**config.mk**
```make
export PLATFORM = sky130hd
export DESIGN_NAME = rz_pulse_qualifier
export DESIGN_NICKNAME = d
export VERILOG_FILES = /design/src/rtl/rzq_pkg.sv /design/src/rtl/rzq_rx_select.sv /design/src/rtl/rzq_slot_timer.sv /design/src/rtl/rzq_qual_fsm.sv /design/src/rtl/rz_pulse_qualifier.sv
export SDC_FILE = /design/constraint.sdc
export NUM_CORES = 1
export LEC_CHECK = 0
export ABC_AREA = 1
export BUFFER_PORTS_ARGS = -buffer_cell sky130_fd_sc_hd__buf_4
export CORE_UTILIZATION = 25
export DETAILED_ROUTE_END_ITERATION = 12
export HOLD_SLACK_MARGIN = 0.03
export SYNTH_ARGS = -nofsm -noshare
export SYNTH_HDL_FRONTEND = slang
export SYNTH_SLANG_ARGS = --single-unit
```
**constraint.sdc**
```tcl
create_clock -name clk_i -period 1.2 [get_ports clk_i]
set_clock_uncertainty 0.15 [all_clocks]
set_input_delay 0.18 -clock clk_i [delete_from_list [all_inputs] [get_ports clk_i]]
set_output_delay 0.18 -clock clk_i [all_outputs]
set_load 0.02 [all_outputs]
```
**src/rtl/rzq_pkg.sv**
```systemverilog
package rzq_pkg;
  typedef enum logic [1:0] {
    ST_IDLE = 2'd0,
    ST_QUAL = 2'd1,
    ST_HOLD = 2'd2
  } qual_state_e;
endpackage

```
**src/rtl/rzq_rx_select.sv**
```systemverilog
module rzq_rx_select #(
  parameter int SYNC_STAGES = 2
) (
  input  logic clk_i,
  input  logic rst_ni,
  input  logic rx_i,
  input  logic tx_a_i,
  input  logic tx_b_i,
  input  logic lb_en_i,
  output logic rx_sel_o
);
  logic [SYNC_STAGES-1:0] sync_q;
  logic                   lb_src;
  logic [1:0]             age_q;

  generate
    if (SYNC_STAGES == 1) begin : g_sync1
      always_ff @(posedge clk_i or negedge rst_ni)
        if (!rst_ni) sync_q <= '1;
        else         sync_q <= rx_i;
    end else begin : g_syncn
      always_ff @(posedge clk_i or negedge rst_ni)
        if (!rst_ni) sync_q <= '1;
        else         sync_q <= {sync_q[SYNC_STAGES-2:0], rx_i};
    end
  endgenerate

  // loop-back source stays internal, no sync needed
  assign lb_src   = tx_a_i & tx_b_i;
  assign rx_sel_o = lb_en_i ? lb_src : sync_q[SYNC_STAGES-1];

  // cycles since reset, for history-based checks
  always_ff @(posedge clk_i or negedge rst_ni)
    if (!rst_ni)             age_q <= '0;
    else if (age_q != 2'd3)  age_q <= age_q + 2'd1;

  generate
    if (SYNC_STAGES == 2) begin : g_chk2
      AST_EXT_DELAY: assert property (@(posedge clk_i) disable iff (!rst_ni)
        (age_q == 2'd3 && !lb_en_i) |-> (rx_sel_o == $past(rx_i, 2)));
    end
  endgenerate

  AST_LB_IGNORES_RX: assert property (@(posedge clk_i) disable iff (!rst_ni)
    (age_q != 2'd0 && lb_en_i && $past(lb_en_i) && $stable(tx_a_i) && $stable(tx_b_i))
      |-> $stable(rx_sel_o));
endmodule

```
**src/rtl/rzq_slot_timer.sv**
```systemverilog
module rzq_slot_timer #(
  parameter int CODE_W = 3
) (
  input  logic              clk_i,
  input  logic              rst_ni,
  input  logic              clear_i,
  input  logic              tick_i,
  input  logic [CODE_W-1:0] code_i,
  output logic              hit_o
);
  logic [CODE_W-1:0] cnt_q;

  always_ff @(posedge clk_i or negedge rst_ni)
    if (!rst_ni)                       cnt_q <= '0;
    else if (clear_i)                  cnt_q <= '0;
    else if (tick_i && cnt_q != '1)    cnt_q <= cnt_q + 1'b1;

  // slot N+1 completes on the tick seen with N slots already counted
  assign hit_o = !clear_i && tick_i && (cnt_q == code_i);

  AST_CNT_NO_WRAP: assert property (@(posedge clk_i) disable iff (!rst_ni)
    (!clear_i && !$past(clear_i)) |-> (cnt_q >= $past(cnt_q)));
endmodule

```
**src/rtl/rzq_qual_fsm.sv**
```systemverilog
module rzq_qual_fsm
  import rzq_pkg::*;
#(
  parameter int GLITCH_TOL = 1
) (
  input  logic clk_i,
  input  logic rst_ni,
  input  logic sel_i,
  input  logic hit_i,
  output logic timer_clr_o,
  output logic zero_o
);
  localparam int HR_W = $clog2(GLITCH_TOL + 2);

  qual_state_e state_q, state_d;
  logic            prev_q;
  logic [HR_W-1:0] hi_run_q, hi_run_d;
  logic            zero_q;
  logic            fall, cancel;

  assign fall   = prev_q & ~sel_i;
  assign cancel = (state_q == ST_QUAL) && sel_i && (hi_run_q == HR_W'(GLITCH_TOL));

  always_comb begin
    state_d = state_q;
    unique case (state_q)
      ST_IDLE: if (fall) state_d = ST_QUAL;
      ST_QUAL: if (cancel) state_d = ST_IDLE;
               else if (hit_i) state_d = ST_HOLD;
      ST_HOLD: if (sel_i) state_d = ST_IDLE;
      default: state_d = ST_IDLE;
    endcase
  end

  always_comb begin
    hi_run_d = '0;
    if (state_q == ST_QUAL && sel_i && hi_run_q != HR_W'(GLITCH_TOL))
      hi_run_d = hi_run_q + 1'b1;
  end

  always_ff @(posedge clk_i or negedge rst_ni)
    if (!rst_ni) begin
      state_q  <= ST_IDLE;
      prev_q   <= 1'b1;
      hi_run_q <= '0;
      zero_q   <= 1'b0;
    end else begin
      state_q  <= state_d;
      prev_q   <= sel_i;
      hi_run_q <= hi_run_d;
      zero_q   <= (state_q == ST_QUAL) && hit_i && !cancel;
    end

  assign timer_clr_o = (state_q != ST_QUAL);
  assign zero_o      = zero_q;

  AST_STROBE_ONE_CYCLE: assert property (@(posedge clk_i) disable iff (!rst_ni)
    zero_o |=> !zero_o);

  AST_GLITCH_CANCEL: assert property (@(posedge clk_i) disable iff (!rst_ni)
    (state_q == ST_QUAL && sel_i && prev_q) |=> (!zero_o && state_q == ST_IDLE));
endmodule

```
**src/rtl/rz_pulse_qualifier.sv**
```systemverilog
module rz_pulse_qualifier #(
  parameter int CODE_W      = 3,
  parameter int SYNC_STAGES = 2,
  parameter int GLITCH_TOL  = 1
) (
  input  logic              clk_i,
  input  logic              rst_ni,
  input  logic              tick_i,
  input  logic              rx_i,
  input  logic              tx_a_i,
  input  logic              tx_b_i,
  input  logic              lb_en_i,
  input  logic [CODE_W-1:0] width_code_i,
  output logic              rx_sel_o,
  output logic              zero_o
);
  logic sel, hit, timer_clr;

  rzq_rx_select #(.SYNC_STAGES(SYNC_STAGES)) u_select (
    .clk_i    (clk_i),
    .rst_ni   (rst_ni),
    .rx_i     (rx_i),
    .tx_a_i   (tx_a_i),
    .tx_b_i   (tx_b_i),
    .lb_en_i  (lb_en_i),
    .rx_sel_o (sel)
  );

  rzq_slot_timer #(.CODE_W(CODE_W)) u_timer (
    .clk_i   (clk_i),
    .rst_ni  (rst_ni),
    .clear_i (timer_clr),
    .tick_i  (tick_i),
    .code_i  (width_code_i),
    .hit_o   (hit)
  );

  rzq_qual_fsm #(.GLITCH_TOL(GLITCH_TOL)) u_fsm (
    .clk_i       (clk_i),
    .rst_ni      (rst_ni),
    .sel_i       (sel),
    .hit_i       (hit),
    .timer_clr_o (timer_clr),
    .zero_o      (zero_o)
  );

  assign rx_sel_o = sel;

  AST_STROBE_AFTER_TICK: assert property (@(posedge clk_i) disable iff (!rst_ni)
    zero_o |-> $past(tick_i));

  AST_NO_TICK_NO_STROBE: assert property (@(posedge clk_i) disable iff (!rst_ni)
    $rose(zero_o) |-> $past(tick_i));
endmodule

```
### After elaboration in Yosys (flattened, before gate mapping)

Cells that the tools add are included.

* register bits after elaboration: 11
* bits in latches: 0
* memory bits (writable): 0
* memory bits (read-only): 0
* logic and storage cells: 43
* memories kept: 0

* $add $sub $neg: 2
* multipliers: 0
* div/mod/pow operators: 0
* magnitude comparators: 0
* equal/unequal tests: 10
* shift-type cells: 0
* muxes and demuxes: 9
* bitwise gates (word level): 3
* reduce and logical (&&, ||, !) cells: 13

Operator list (number)
* 2-bit two-way mux: 5
* 1-bit logical AND: 8
* 2-bit by 1-bit != test with 1-bit output, second input constant: 4
* 3-bit two-way mux: 2
* 2-bit case mux with 3 select lines: 1
* 2-bit by 1-bit equality test with 1-bit output, second input constant: 2
* 3-bit by 1-bit adder with 3-bit output, second input constant: 1
* 3-bit equality test: 1
* 3-bit by 1-bit != test with 1-bit output, second input constant: 1
* 3-bit != test, second input constant: 1
* 3-bit AND reduction: 1
* 2-bit by 1-bit adder with 2-bit output, second input constant: 1
* 1-bit bitwise AND: 2
* 2-bit equality test, second input constant: 1
* 1-bit zero test: 2
* 2-bit zero test: 1
* 2-bit nonzero test: 1
* 1-bit two-way mux: 1
* 1-bit inverter: 1

### Depth between registers and ports, before layout

* depth after elaboration: 7
* gate-level depth with buffers: 7

### By module

A second synthesis with hierarchy kept.

* cells, all modules: 67
* area, all modules: 549.3 µm²

By module, submodules not included
* rzq_qual_fsm: instances 1, cells each 26, area an instance 256.5 µm², sequential area each 151.4 µm²
* rzq_slot_timer: instances 1, cells each 35, area an instance 224.0 µm², sequential area each 75.1 µm²
* rzq_rx_select: instances 1, cells each 6, area an instance 68.8 µm², sequential area each 52.6 µm²

### Least setup slack after synthesis

OpenSTA, ideal clock, no wires.

* kind: reg-to-reg
* start point: reg u_timer.cnt_q[0]
* end point: reg u_timer.cnt_q[0]
* setup time: 0.074 ns
* arrival: 1.073 ns
* slack: -0.097 ns
* stages on the path, launching flop included: 6
* path buffers: 0
* cells stage by stage: dfrtp_1 -> ha_1 -> ha_1 -> nor2_1 -> nand3_1 -> o21ai_2

* longest elaborated chain between the ends: 3
* elaborated cells on any way between the ends: 6
* classes of those cells: add/sub (1); eq/ne (1); mux (2); reduce/logical (2)

Ends and longest elaborated chain
* from (decl): line rzq_slot_timer.sv:11 `logic [CODE_W-1:0] cnt_q;`
* from (signal assigned): line rzq_slot_timer.sv:16 `else if (tick_i && cnt_q != '1) cnt_q <= cnt_q + 1'b1;`
* 3-bit by 1-bit adder with 3-bit output or 3-bit != test (tied branches): line rzq_slot_timer.sv:16
* 3-bit two-way mux or 1-bit logical AND (tied branches): line rzq_slot_timer.sv:16
* 3-bit two-way mux or 2-bit nonzero test (tied branches)

Several ways; a longest one is shown, not always the timed one. The select of a mux whose other input is x is not followed.
A chain may end at the register's enable or synchronous reset.

### Worst setup path after layout

* start point: reg u_select.sync_q[1]
* end point: out rx_sel_o

* longest elaborated chain between the ends: 1

Ends and longest elaborated chain
* from (decl): line rzq_rx_select.sv:12 `logic [SYNC_STAGES-1:0] sync_q;`
* from (signal assigned): line rzq_rx_select.sv:24 `else sync_q <= {sync_q[SYNC_STAGES-2:0], rx_i};`
* 1-bit two-way mux: line rzq_rx_select.sv:30 `assign rx_sel_o = lb_en_i ? lb_src : sync_q[SYNC_STAGES-1];`
* to (decl): line rz_pulse_qualifier.sv:14 `output logic rx_sel_o,`

No other way between the ends.

==> out/qor.csv <==
stage,metric,value,unit
run_status,status,"finished, violations left",
run_status,violated checks,setup timing,
logic_synthesis,Cells after Synth,69,
logic_synthesis,cell taking the most area after synthesis,dfrtp_1,
die,Die X,50.1,um
die,Boundary Pins,12,
layout,antenna fix cells,0,
critical_path,Worst path max stage delay,0.52,ns
sta,post-route setup slack,-0.152,ns
critical_path,"setup slack, reg-to-reg",-0.08,ns
logic_synthesis,synth unique cells,15,
logic_synthesis,Post-synth top cells,"nand2_1, inv_1, dfrtp_1",
detailed_routing,Avg Vias per Cell,4.12,
die,Cell Rows,17,
power,Pleak,0.440,nW
critical_path,CP Launch Point,u_select.sync_q[1]$_DFF_PN1_,
placement,PortBufs,11,
logic_synthesis,Synth top area share,34.6,%
critical_path,reg2reg start,u_select.sync_q[1]$_DFF_PN1_,
placement,"Cell Area, Placed",791,um2
critical_path,crit-path cells,nand2_2 > nand2_4 > buf_6,
layout,"Cell Count, Final, Fillers Out",124,
placement,GP Congestion,0.674,
layout,P&R area growth vs syn,54.5,%
logic_synthesis,most common cell in the netlist,nand2_1,
grt,initial antenna violation count,0,
clock_tree,H-Tree Level Count,1,
critical_path,R2R cell count,6,
critical_path,reg-to-reg critical path endpoint,u_fsm.state_q[1]$_DFFE_PN0P_,
logic_synthesis,mapped cell area,578,um2
job,total of max-cap violations,0,
critical_path,Startpoint Class,flop,
detailed_routing,post-DR wirelength/cell,9.08,um
layout,fill count,230,
critical_path,maximum fanout along the worst path,2,
clock_tree,Root Buffer,clkbuf_4,
grt,GR Util All Layers,10.1,%
placement,Placement Setup Slack,-0.0737,ns
clock_tree,clock sinks,11,
logic_synthesis,Synth Register Bits,11,
critical_path,Worst path slowest cell,dfstp_2,
critical_path,Critical Path RT,0.87,ns
logic_synthesis,ranking of synthesized cells by area,"dfrtp_1, dfstp_2, nand2_1, o21ai_2, inv_1",
detailed_routing,DR iter-0 viols,8,
logic_synthesis,Avg Inst Size Synth,8.38,um2
die,CORE AREA,2190,um2
detailed_routing,via count,511,
sta,shortest period the worst path allows,1.35,ns
layout,final instance area,893,um2
detailed_routing,final WL,1130,um
clock_tree,clock tree buffer depth,2,
detailed_routing,DR pass1 iterations,3,
detailed_routing,remaining antenna violation count after routing,0,
critical_path,Critical Path AT,1.02,ns
logic_synthesis,post-synthesis async set-or-reset flop share,100,%
layout,fin util,40.8,%
clock_tree,CTS clock-pin slew for the worst setup and hold paths,0.07,ns
power,pwr/cell area,1750,nW/um2
sta,Final Cycle Share,113,%
sta,Worst slew margin,87.2,%
critical_path,CP top delay family,flip-flops,
grt,vias in the first global route,476,
logic_synthesis,post-synthesis sequential area ratio,48.3,%
logic_synthesis,Post-synth EDFFs,0,
clock_tree,CTS Buf Count,3,
layout,fin nets,110,
sta,RSZ-0062 raised after global routing,true,
die,total die area,2510,um2
die,Die Span Y,50.1,um
layout,layout cell share with drive strength beyond 1,53.1,%
layout,Multi-input gate area,299,um2
critical_path,Worst setup EP type,primary output,
power,Final Power,1.57,mW
critical_path,CP Buf/Inv Count,1,
logic_synthesis,synthesized net count,82,
logic_synthesis,Ys Warns,0,
grt,largest net degree at the start of global routing,12,
sta,Slew Limit Fails,0,
clock_tree,worst skew pair latency,0.26,ns
grt,first-pass GRT wire length,1810,um
sta,Max Clk Rate,739,MHz
sta,setup violators final,7,
clock_tree,CTS tree,done,
critical_path,Setup Crit Path Kind,flop to primary output,
placement,HPWL after DPL,851,um
logic_synthesis,Synth Flop Type,dfrtp_1,
die,Initial Util,26.4,%
placement,Placed Cells,115,
sta,final hold viol count,0,
layout,Reg area,279,um2
worst_hold_path,Hold WC Path Type,primary input to asynchronous set/reset pin,
sta,worst slew pin tran,0.192,ns
power,Worst IR Drop VDD,0.000646,V
detailed_routing,DR DRC count,0,
grt,global route overflow,0,
[report_power, final]
group / internal, mW / total, mW / switching, mW
combinational: 0.413 / 0.799 / 0.386
sequential: 0.459 / 0.521 / 0.0622
clock: 0.128 / 0.247 / 0.118
[flip-flops by register name, indices dropped and copies added, names as in the netlist]
signal and count:
u_select.sync_q 2, u_fsm.zero_o 1, u_fsm.hi_run_q 2, u_fsm.state_q 2, u_fsm.prev_q 1, u_timer.cnt_q 3
[worst reg2reg max path: stages (launching register included)]
cell,delay [ns]
dfstp_2,0.52
nand2_2,0.06
nand2_4,0.06
buf_4,0.14
nand2_1,0.06
nor2_2,0.10
o21ai_1,0.06
[worst max-delay path by stage]
stage / to / cells past startpoint
CTS: rx_sel_o / 3
global placement: u_timer.cnt_q[1]$_DFFE_PN0P_ / 4
global route: rx_sel_o / 3
detailed placement: u_timer.cnt_q[0]$_DFFE_PN0P_ / 4
finish: rx_sel_o / 3
floorplan: u_timer.cnt_q[0]$_DFFE_PN0P_ / 4
[cells in the final DEF (no fill, tap or decap)]
| cell type | count |
|---|---|
| dfrtp_1 | 8 |
| dlygate4sd3_1 | 2 |
| nor2_2 | 2 |
| buf_4 | 17 |
| nand2_1 | 10 |
| nor2_1 | 5 |
| clkbuf_4 | 3 |
| buf_6 | 3 |
| clkbuf_1 | 1 |
| ha_1 | 1 |
| nand2_2 | 6 |
| inv_1 | 9 |
| nand4_1 | 1 |
| buf_12 | 1 |
| nor2_4 | 2 |
| o21ai_1 | 2 |
| nand3_1 | 6 |
| a21oi_2 | 1 |
| dfstp_2 | 3 |
| o21ai_4 | 1 |
| nand2_4 | 1 |
| ha_2 | 1 |
| o21ai_2 | 4 |
| ha_4 | 1 |
| inv_2 | 5 |
[cells by family after synthesis]
logic type	synth area share, %
buffers and inverters	9.09
DFF	48.3
AOI/OAI and AO/OA	10.8
adders and majority gates	6.49
and+or+nand+nor	25.3
[layer usage]
metal	global-route usage, %	share of wire [%]	wire (um)	up-vias
met3	2.16	3.4	38	2
met5	0	0	0	-
li1	-	-	-	273
met4	8.57	1.7	19	0
met1	11.4	46	513	229
met2	16.0	49	554	7
[per-stage QoR]
step                setup TNS, ns  hold WS (ns)
floorplan                 -0.0916        -0.266
global placement           -0.134        -0.127
detailed placement         -0.261        -0.128
CTS                        -0.560         0.125
global route               -0.987         0.160
finish                     -0.529         0.160
[timing repair]
action | 4_1_cts | 5_1_grt
endpoints found under the hold margin | 12 | 0
setup endpoints to repair | 6 | 9
hold buffers | 2 | 0
buffers inserted | 2 | 1
pin swaps | 7 | 7
resized for setup | 3 | 10
[layout make-up]
type / count / share of cell area (%)
Multi-Input combinational cell: 44 / 33.5
Sequential cell: 11 / 31.2
Timing Repair Buffer: 23 / 22.5
Inverter: 14 / 5.88
Tap cell: 28 / 3.92
Clock buffer: 4 / 2.94
Power figures use the tool's default switching activity.
